`src/rtl/srx_pkg.sv`:
```
package srx_pkg;

   localparam int unsigned CHAR_MAX = 8;
   localparam int unsigned LEN_W    = 2;
   localparam int unsigned LEN_BASE = 5;
   localparam int unsigned IDX_W    = $clog2(CHAR_MAX);

   typedef struct packed {
      logic [LEN_W-1:0] len;
      logic             par_on;
      logic             par_even;
      logic             par_fixed;
   } fmt_t;

   typedef enum logic [2:0] {
      ST_IDLE,
      ST_START,
      ST_DATA,
      ST_PAR,
      ST_STOP,
      ST_HOLD
   } rx_state_e;

   typedef struct packed {
      logic [CHAR_MAX-1:0] data;
      logic                par_err;
      logic                frm_err;
      logic                brk;
   } rx_result_t;

endpackage

```
`src/rtl/srx_sync.sv`:
```
module srx_sync #(
   parameter int unsigned STAGES     = 2,
   parameter logic        IDLE_LEVEL = 1'b1
) (
   input  logic clk,
   input  logic rst_n,
   input  logic din,
   output logic dout
);

   if (STAGES < 2) begin : g_bad_stages
      $error("srx_sync: STAGES must be at least 2");
   end

   logic [STAGES-1:0] chain;

   for (genvar i = 0; i < STAGES; i++) begin : g_stage
      if (i == 0) begin : g_first
         always_ff @(posedge clk or negedge rst_n) begin
            if (!rst_n) chain[i] <= IDLE_LEVEL;
            else        chain[i] <= din;
         end
      end else begin : g_next
         always_ff @(posedge clk or negedge rst_n) begin
            if (!rst_n) chain[i] <= IDLE_LEVEL;
            else        chain[i] <= chain[i-1];
         end
      end
   end

   assign dout = chain[STAGES-1];

endmodule

```
`src/rtl/srx_parity_eval.sv`:
```
module srx_parity_eval #(
   parameter int unsigned WIDTH = srx_pkg::CHAR_MAX
) (
   input  logic [WIDTH-1:0] data,
   input  logic             par_bit,
   input  logic             par_even,
   input  logic             par_fixed,
   output logic             par_err
);

   if (WIDTH < 1) begin : g_bad_width
      $error("srx_parity_eval: WIDTH must be positive");
   end

   // running xor across the data bits; unused upper bits arrive as zero
   logic [WIDTH:0] chain;
   assign chain[0] = par_bit;
   for (genvar i = 0; i < WIDTH; i++) begin : g_xor
      assign chain[i+1] = chain[i] ^ data[i];
   end

   logic ones_odd;
   logic err_count;
   logic err_level;

   always_comb begin
      ones_odd  = chain[WIDTH];
      // odd sense wants an odd total, even sense wants an even total
      err_count = par_even ? ones_odd : ~ones_odd;
      // fixed level: sense 0 wants a 1, sense 1 wants a 0
      err_level = (par_bit == par_even);
      par_err   = par_fixed ? err_level : err_count;
   end

endmodule

```
`src/rtl/srx_engine.sv`:
```
module srx_engine
   import srx_pkg::*;
#(
   parameter int unsigned OVERSAMPLE = 16
) (
   input  logic                clk,
   input  logic                rst_n,
   input  logic                rx_s,
   input  logic                tick,
   input  fmt_t                fmt_in,
   input  logic                par_err_in,
   output logic [CHAR_MAX-1:0] shreg_o,
   output logic                par_bit_o,
   output fmt_t                fmt_q_o,
   output rx_result_t          result_o,
   output logic                valid_o
);

   localparam int unsigned CNT_W = $clog2(OVERSAMPLE);
   localparam logic [CNT_W-1:0] CNT_MID  = CNT_W'(OVERSAMPLE / 2 - 1);
   localparam logic [CNT_W-1:0] CNT_LAST = CNT_W'(OVERSAMPLE - 1);

   rx_state_e           state;
   logic [CNT_W-1:0]    cnt;
   logic [IDX_W-1:0]    bit_idx;
   logic [CHAR_MAX-1:0] shreg;
   logic                par_bit;
   logic                all_zero;
   fmt_t                fmt_q;
   rx_result_t          result;
   logic                valid_q;
   logic [IDX_W-1:0]    last_idx;
   logic                bit_due;

   assign last_idx = IDX_W'(LEN_BASE - 1) + IDX_W'(fmt_q.len);
   assign bit_due  = tick && (cnt == CNT_LAST);

   always_ff @(posedge clk or negedge rst_n) begin
      if (!rst_n) begin
         state    <= ST_IDLE;
         cnt      <= '0;
         bit_idx  <= '0;
         shreg    <= '0;
         par_bit  <= 1'b0;
         all_zero <= 1'b0;
         fmt_q    <= '0;
         result   <= '0;
         valid_q  <= 1'b0;
      end else begin
         valid_q <= 1'b0;
         if (tick && state != ST_IDLE && state != ST_HOLD) begin
            cnt <= bit_due ? '0 : cnt + 1'b1;
         end
         unique case (state)
            ST_IDLE: begin
               if (tick && !rx_s) begin
                  state    <= ST_START;
                  cnt      <= '0;
                  bit_idx  <= '0;
                  shreg    <= '0;
                  par_bit  <= 1'b0;
                  all_zero <= 1'b1;
                  fmt_q    <= fmt_in;
               end
            end
            ST_START: begin
               if (tick && cnt == CNT_MID) begin
                  cnt   <= '0;
                  state <= rx_s ? ST_IDLE : ST_DATA;
               end
            end
            ST_DATA: begin
               if (bit_due) begin
                  shreg[bit_idx] <= rx_s;
                  all_zero       <= all_zero & ~rx_s;
                  if (bit_idx == last_idx) begin
                     state <= fmt_q.par_on ? ST_PAR : ST_STOP;
                  end else begin
                     bit_idx <= bit_idx + 1'b1;
                  end
               end
            end
            ST_PAR: begin
               if (bit_due) begin
                  par_bit  <= rx_s;
                  all_zero <= all_zero & ~rx_s;
                  state    <= ST_STOP;
               end
            end
            ST_STOP: begin
               if (bit_due) begin
                  valid_q         <= 1'b1;
                  result.data     <= shreg;
                  result.par_err  <= fmt_q.par_on & par_err_in;
                  result.frm_err  <= ~rx_s;
                  result.brk      <= all_zero & ~rx_s;
                  state           <= rx_s ? ST_IDLE : ST_HOLD;
               end
            end
            ST_HOLD: begin
               if (rx_s) state <= ST_IDLE;
            end
            default: state <= ST_IDLE;
         endcase
      end
   end

   assign shreg_o   = shreg;
   assign par_bit_o = par_bit;
   assign fmt_q_o   = fmt_q;
   assign result_o  = result;
   assign valid_o   = valid_q;

endmodule

```
`src/rtl/serial_char_receiver.sv`:
```
module serial_char_receiver
   import srx_pkg::*;
#(
   parameter int unsigned OVERSAMPLE  = 16,
   parameter int unsigned SYNC_STAGES = 2
) (
   input  logic                 clk,
   input  logic                 rst_n,
   input  logic                 rxd,
   input  logic                 tick16,
   input  logic [LEN_W-1:0]     fmt_len,
   input  logic                 par_on,
   input  logic                 par_even,
   input  logic                 par_fixed,
   output logic [CHAR_MAX-1:0]  rx_data,
   output logic                 rx_valid,
   output logic                 rx_par_err,
   output logic                 rx_frm_err,
   output logic                 rx_brk
);

   if (OVERSAMPLE < 4 || (OVERSAMPLE % 2) != 0) begin : g_bad_os
      $error("serial_char_receiver: OVERSAMPLE must be even and at least 4");
   end
   if (LEN_BASE + (1 << LEN_W) - 1 != CHAR_MAX) begin : g_bad_len
      $error("serial_char_receiver: length codes must span up to CHAR_MAX");
   end

   logic                rx_s;
   fmt_t                fmt_in;
   fmt_t                fmt_q;
   logic [CHAR_MAX-1:0] shreg;
   logic                par_bit;
   logic                par_err_c;
   rx_result_t          result;
   logic                valid;
   logic [LEN_W-1:0]    cur_len;
   logic                cur_par_on;

   assign fmt_in = '{len: fmt_len, par_on: par_on, par_even: par_even,
                     par_fixed: par_fixed};

   srx_sync #(
      .STAGES     (SYNC_STAGES),
      .IDLE_LEVEL (1'b1)
   ) u_sync (
      .clk  (clk),
      .rst_n(rst_n),
      .din  (rxd),
      .dout (rx_s)
   );

   srx_engine #(
      .OVERSAMPLE(OVERSAMPLE)
   ) u_engine (
      .clk       (clk),
      .rst_n     (rst_n),
      .rx_s      (rx_s),
      .tick      (tick16),
      .fmt_in    (fmt_in),
      .par_err_in(par_err_c),
      .shreg_o   (shreg),
      .par_bit_o (par_bit),
      .fmt_q_o   (fmt_q),
      .result_o  (result),
      .valid_o   (valid)
   );

   srx_parity_eval #(
      .WIDTH(CHAR_MAX)
   ) u_parity (
      .data     (shreg),
      .par_bit  (par_bit),
      .par_even (fmt_q.par_even),
      .par_fixed(fmt_q.par_fixed),
      .par_err  (par_err_c)
   );

   assign cur_len    = fmt_q.len;
   assign cur_par_on = fmt_q.par_on;

   assign rx_data    = result.data;
   assign rx_par_err = result.par_err;
   assign rx_frm_err = result.frm_err;
   assign rx_brk     = result.brk;
   assign rx_valid   = valid;

endmodule

```
`config.mk`:
```
export PLATFORM = sky130hd
export DESIGN_NAME = serial_char_receiver
export DESIGN_NICKNAME = d
export VERILOG_FILES = /design/src/rtl/srx_pkg.sv /design/src/rtl/srx_sync.sv /design/src/rtl/srx_parity_eval.sv /design/src/rtl/srx_engine.sv /design/src/rtl/serial_char_receiver.sv
export SDC_FILE = /design/constraint.sdc
export NUM_CORES = 1
export LEC_CHECK = 0
export CELL_PAD_IN_SITES_DETAIL_PLACEMENT = 1
export CELL_PAD_IN_SITES_GLOBAL_PLACEMENT = 1
export CORE_MARGIN = 2
export CORE_UTILIZATION = 47
export DETAILED_ROUTE_END_ITERATION = 6
export GPL_TIMING_DRIVEN = 0
export PLACE_DENSITY = 0.87
export SYNTH_ARGS = -nofsm -noshare
export SYNTH_HDL_FRONTEND = slang
export SYNTH_SLANG_ARGS = --single-unit
```
`constraint.sdc`:
```
create_clock -name clk -period 4.4 [get_ports clk]
set_input_delay 1.1 -clock clk [delete_from_list [all_inputs] [get_ports clk]]
set_output_delay 1.1 -clock clk [all_outputs]
set_load 0.1 [all_outputs]
```
==> summary.txt, run 1 <==
status - finished clean
root buffer cell - clkbuf_8
ys flop type - dfrtp_1
Critical Path Sink Type - primary output
# clock sinks - 39
Post-synth EDFFs - 0
Yosys reg bits - 39
Sw Share - 36.7%
via count of the first global-routing pass - 1660
worst hold slack - 0.357 ns
Crit-path slowest cell - clkdlybuf4s50_1
Longest Clk Path Bufs - 2
# resized after CTS - 0
post-CTS setup buffer count - 0
async set-reset flop share out of synthesis - 100%
Vias/cell - 5.77
VDD IR max - 0.239 mV
Worst Path Required - 3.30 ns
Post-DRT Antenna Nets - 0
cell family with most CP delay - buffers and inverters
DRC - 0
Sequential Area - 978 um2
DIE HEIGHT - 68.6 um
Top Layer Used - met4
worst relative slew slack - 33.7%
CTS H-tree depth - 2
Inst Count DP - 264
initial antenna violation count - 0
Num CTS Buffers - 5
Max Freq - 341 MHz
Placer Congestion - 0.803
met2 routed wirelength - 2440 um
total wire length - 4680 um
Internal - 0.660 mW
Routed met1 length - 1960 um
1st-iter DRT viols - 55
syn nets - 205
Clock Pin Slew Worst Setup and Hold Paths - 0.08 ns
CP Cell Sequence - clkdlybuf4s50_1
share of cells above drive strength 1 - 12.6%
Min Clock Period, post-route - 2.93 ns
fillers - 449
Die Width - 68.6 um
TNS Setup - 0 ns
startpoint types - flip-flop
Slowest Stage Delay on Critical Path - 1.15 ns
Worst Tran Pin Value - 0.992 ns
Worst-Skew Late Latency - 0.30 ns
DR vias - 1569
I/O pins - 21
count of different cell masters after synthesis - 42
largest net degree at the start of global routing - 40
RSZ-0062 raised after global routing - false
top cell type's share of synthesized area - 47.2%
PD cells - 452 nW/um2
crit path DAT - 1.83 ns
main area contributors after synthesis - dfrtp_1, mux2_1, o21ai_1
Worst Hold Class - flip-flop to flip-flop
Die ar. - 4710 um2
number of detailed-routing iterations run before antenna repair - 4
WL per Instance - 17.2 um
Initial Util - 49.0%
final period utilization - 66.6%
area of the multi-input gates - 911 um2
Mapped Cells - 194
GRT Resource Usage Total - 23.0%
Ys Warns - 0
fin cells - 272
Syn-to-layout area delta - 17.7%
CP bufs+invs - 1
Leakage Power - 1.02 nW
Post-CTS Hold Buffers - 0
Max Cap Viol - 0
# nets final - 232
critical path class - flip-flop to primary output
Slew Limit Fails - 0
grt ovf - 0
first-pass GRT wire length - 7760 um
ant diodes - 0
met3 WL post-DR - 174 um
Net Sw Power - 0.383 mW
Clock Skew - 0.00635 ns
Seq/Total Area, Yosys - 49.9%
row count - 23
Comb power frac - 31.5%
core area - 4000 um2
DP HPWL - 3530 um
Synth Cell Area - 1960 um2
CP max FO - 2
final setup fails - 0
CTS tree - built
clock power share - 23.6%
total power - 1.04 mW
cell accounting for the most synthesized area - dfrtp_1
Flop pwr share - 45.0%
Post-Syn Area per Cell - 10.1 um2
endpoints failing hold - 0
IO Port Bufs - 20
## power groups by stage
stage	clock network [mW]	logic (mW)	registers, mW
6_report	0.246	0.328	0.469
5_1_grt	0.263	0.373	0.476
4_1_cts	0.248	0.333	0.469
3_5_place_dp	0	0.330	0.476
3_3_place_gp	0	0.306	0.468
2_1_floorplan	0	0.252	0.457
## per-layer routing
metal	GRT usage, %	up-vias
met5	0	-
met4	9.50	0
met3	6.66	12
met2	40.3	28
met1	26.1	790
li1	-	739
## path summary, 6_finish.rpt
path | from | cells past startpoint | endpoint | slack, ns
min reg2reg | u_sync.chain[0] | 0 | u_sync.dout | 0.36
max in group asynchronous | rst_n | 1 | u_engine.state[2] | 2.95
min | u_sync.chain[0] | 0 | u_sync.dout | 0.36
max | u_engine.result_o[6] | 1 | rx_data[3] | 1.47
max reg2reg | u_engine.cnt[0] | 7 | u_engine.result_o[2] | 2.42
min in group asynchronous | rst_n | 1 | u_engine.shreg_o[1] | 0.91
## synth_stat cells (2+ instances only)
library cell   n
o21ai_1       18
or3_1          2
nor4_1         2
nand2b_1       5
nor3_1         3
a21oi_1        7
mux2_1        14
dfstp_2        2
clkbuf_1       2
buf_2          7
xor2_1         4
nand3_1        4
dfrtp_1       37
nand2_1       20
a31oi_1        6
inv_1          5
nor2_1        18
o31ai_1        2
ha_1           2
xnor2_1        9
o21ai_0        4
## registers in the layout (all words and copies together) (netlist names)
signal and cells:
u_engine.bit_idx 3, u_sync.chain 1, u_engine.all_zero 1, u_engine.shreg_o 8
u_engine.result_o 11, u_engine.par_bit_o 1, u_engine.state 3, u_engine.fmt_q_o 5
u_engine.cnt 4, u_sync.dout 1, u_engine.valid_o 1
## layout by cell type (no fill, tap or decap), drive strengths merged, types with 2 or more instances in the layout
cell type	n
a21oi	7
a31oi	6
buf	9
clkbuf	7
clkdlybuf4s50	19
clkinvlp	2
dfrtp	37
dfstp	2
ha	2
inv	5
mux2	15
nand2	20
nand2b	5
nand3	5
nor2	19
nor3	4
nor4	2
o21ai	22
o31ai	3
or3	2
xnor2	9
xor2	4
## stage by stage
step                      util (%)  instance area, um2  setup WS [ns]
after floorplan                  -                1960           2.25
after global placement        55.6                2220           1.37
after detailed placement      55.5                2220           1.41
after CTS                     57.7                2310           1.46
after global routing          57.7                2310           1.44
final                         57.7                2310           1.47
## cells by family (layout without fill, tap and decap cells)
group	after synthesis	in the layout	share of synthesized area, %
fa+ha+maj	2	2	1.28
mux	15	15	8.61
xor+xnor	13	13	5.80
compound gates	47	47	14.9
flops	39	39	49.9
simple gates	63	63	15.9
buf+inv	15	43	3.70
## final cells by class
class | count | area share [%]
inverters | 5 | 0.813
repair buffers | 20 | 8.46
clock buffers | 5 | 2.98
plain buffers | 10 | 2.33
flip-flops and latches | 39 | 42.4
clock inverters | 3 | 0.867
multi-input cells | 140 | 39.5
well taps | 50 | 2.71
## worst register-to-register path: stages, from the launching register on
cell	delay, ns
dfrtp_1	0.42
ha_1	0.29
and4_1	0.32
nand3_2	0.23
buf_2	0.26
nor4_1	0.24
nand2_1	0.09
nand3_1	0.07
Power figures use the tool's default switching activity.
==> inputs of run 2 (changes only) <==
CORE_UTILIZATION = 43   (was 47)
PLACE_DENSITY = 0.81   (was 0.87)
clock period = 3.07 ns   (was 4.4 ns; I/O delays follow)
==> summary.txt, run 2 (synthesis results as in run 1) <==
startpoint types - flip-flop
Post-DP Area - 2220 um2
DR vias - 1525
WL per Instance - 15.7 um
pre-CTS setup slack - 0.431 ns
# resized after CTS - 0
Largest register FFs - 11
share of cells above drive strength 1 - 12.6%
Critical Path Sink Type - primary output
I/O pins - 21
fillers - 506
1st-iter DRT viols - 59
Initial Util - 44.7%
grt ovf - 0
DIE HEIGHT - 71.5 um
Placer Congestion - 0.889
endpoints failing hold - 0
number of detailed-routing iterations run before antenna repair - 4
Longest Clk Path Bufs - 2
hold_sp - u_sync.chain[0]
RSZ-0062 raised after global routing - false
commonest non-fill, non-tap cell in the layout - dfrtp_1
# clock sinks - 39
Min Clock Period, post-route - 2.57 ns
largest net degree at the start of global routing - 40
Syn-to-layout area delta - 19.3%
Vias/cell - 5.57
IO Port Bufs - 20
Worst-Skew Late Latency - 0.29 ns
Max Freq - 389 MHz
Slowest Stage Delay on Critical Path - 1.15 ns
Worst Setup SP - u_engine.result_o[7]
Clock Skew - 0.00509 ns
Die Width - 71.5 um
first-pass GRT wire length - 7390 um
via count of the first global-routing pass - 1534
total wire length - 4290 um
worst relative slew slack - 33.9%
DRC - 0
commonest cells after routing, fill and taps aside - dfrtp_1, nand2_1, clkdlybuf4s50_1
Max Cap Viol - 0
Clock Pin Slew Worst Setup and Hold Paths - 0.08 ns
Finished Cell Area - 2340 um2
VDD IR max - 0.323 mV
Post-DRT Antenna Nets - 0
CTS tree - built
Die ar. - 5120 um2
# nets final - 232
CP max FO - 2
worst reg2reg startpoint - u_engine.cnt[0]
post-CTS setup buffer count - 0
row count - 24
CTS H-tree depth - 2
Worst Hold Class - flip-flop to flip-flop
Leakage Power - 1.04 nW
fin cells - 274
Crit-path slowest cell - clkdlybuf4s50_1
Inst Count DP - 266
PD cells - 673 nW/um2
Worst Tran Pin Value - 0.988 ns
CP bufs+invs - 1
root buffer cell - clkbuf_8
final core utilization - 53.4%
initial antenna violation count - 0
crit path DAT - 1.81 ns
status - finished clean
ant diodes - 0
Worst Path Required - 2.30 ns
core area - 4380 um2
Num CTS Buffers - 5
GRT Resource Usage Total - 18.4%
Slew Limit Fails - 0
cell family with most CP delay - buffers and inverters
final period utilization - 83.8%
worst setup margin - 0.497 ns
CP Cell Sequence - clkdlybuf4s50_1
DP HPWL - 3090 um
final setup fails - 0
TNS Setup - 0 ns
critical path class - flip-flop to primary output
Post-CTS Hold Buffers - 0
## run 2: layout make-up
type | count | area (um2) | area share, %
plain buffers | 10 | 53.8 | 2.30
flip-flops and latches | 39 | 978 | 41.8
repair buffers | 20 | 195 | 8.34
well taps | 52 | 65.1 | 2.78
inverters | 5 | 18.8 | 0.802
clock inverters | 2 | 35.0 | 1.50
multi-input cells | 140 | 911 | 38.9
clock buffers | 6 | 82.6 | 3.53
## run 2: worst paths after layout
| check | end | slack (ns) | depth (start not counted) |
|---|---|---|---|
| hold reg to reg | u_sync.dout | 0.37 | 0 |
| min in group asynchronous | u_engine.bit_idx[1] | 0.59 | 1 |
| setup / recovery | rx_data[4] | 0.50 | 1 |
| hold / removal | u_sync.dout | 0.37 | 0 |
| max in group asynchronous | u_engine.bit_idx[0] | 1.94 | 1 |
| setup reg to reg | u_engine.result_o[2] | 1.16 | 7 |
## run 2: power by group
| group | switching [mW] | internal [mW] |
|---|---|---|
| combinational | 0.266 | 0.194 |
| sequential | 0.0735 | 0.592 |
| clock | 0.186 | 0.263 |
## run 2: metrics by stage
stage	hold slack (ns)	total power, mW
floorplan	0.345	1.02
global placement	0.346	1.11
detailed placement	0.351	1.14
CTS	0.368	1.59
global route	0.377	1.68
finish	0.365	1.58
## run 2: per-layer routing
layer  up-vias  GRT usage [%]  wire length (um)
met5         -              0                 0
met4         0           5.66                53
met3         5           4.22               137
met2        29           30.5              2100
met1       754           23.9              2000
li1        737              -                 -
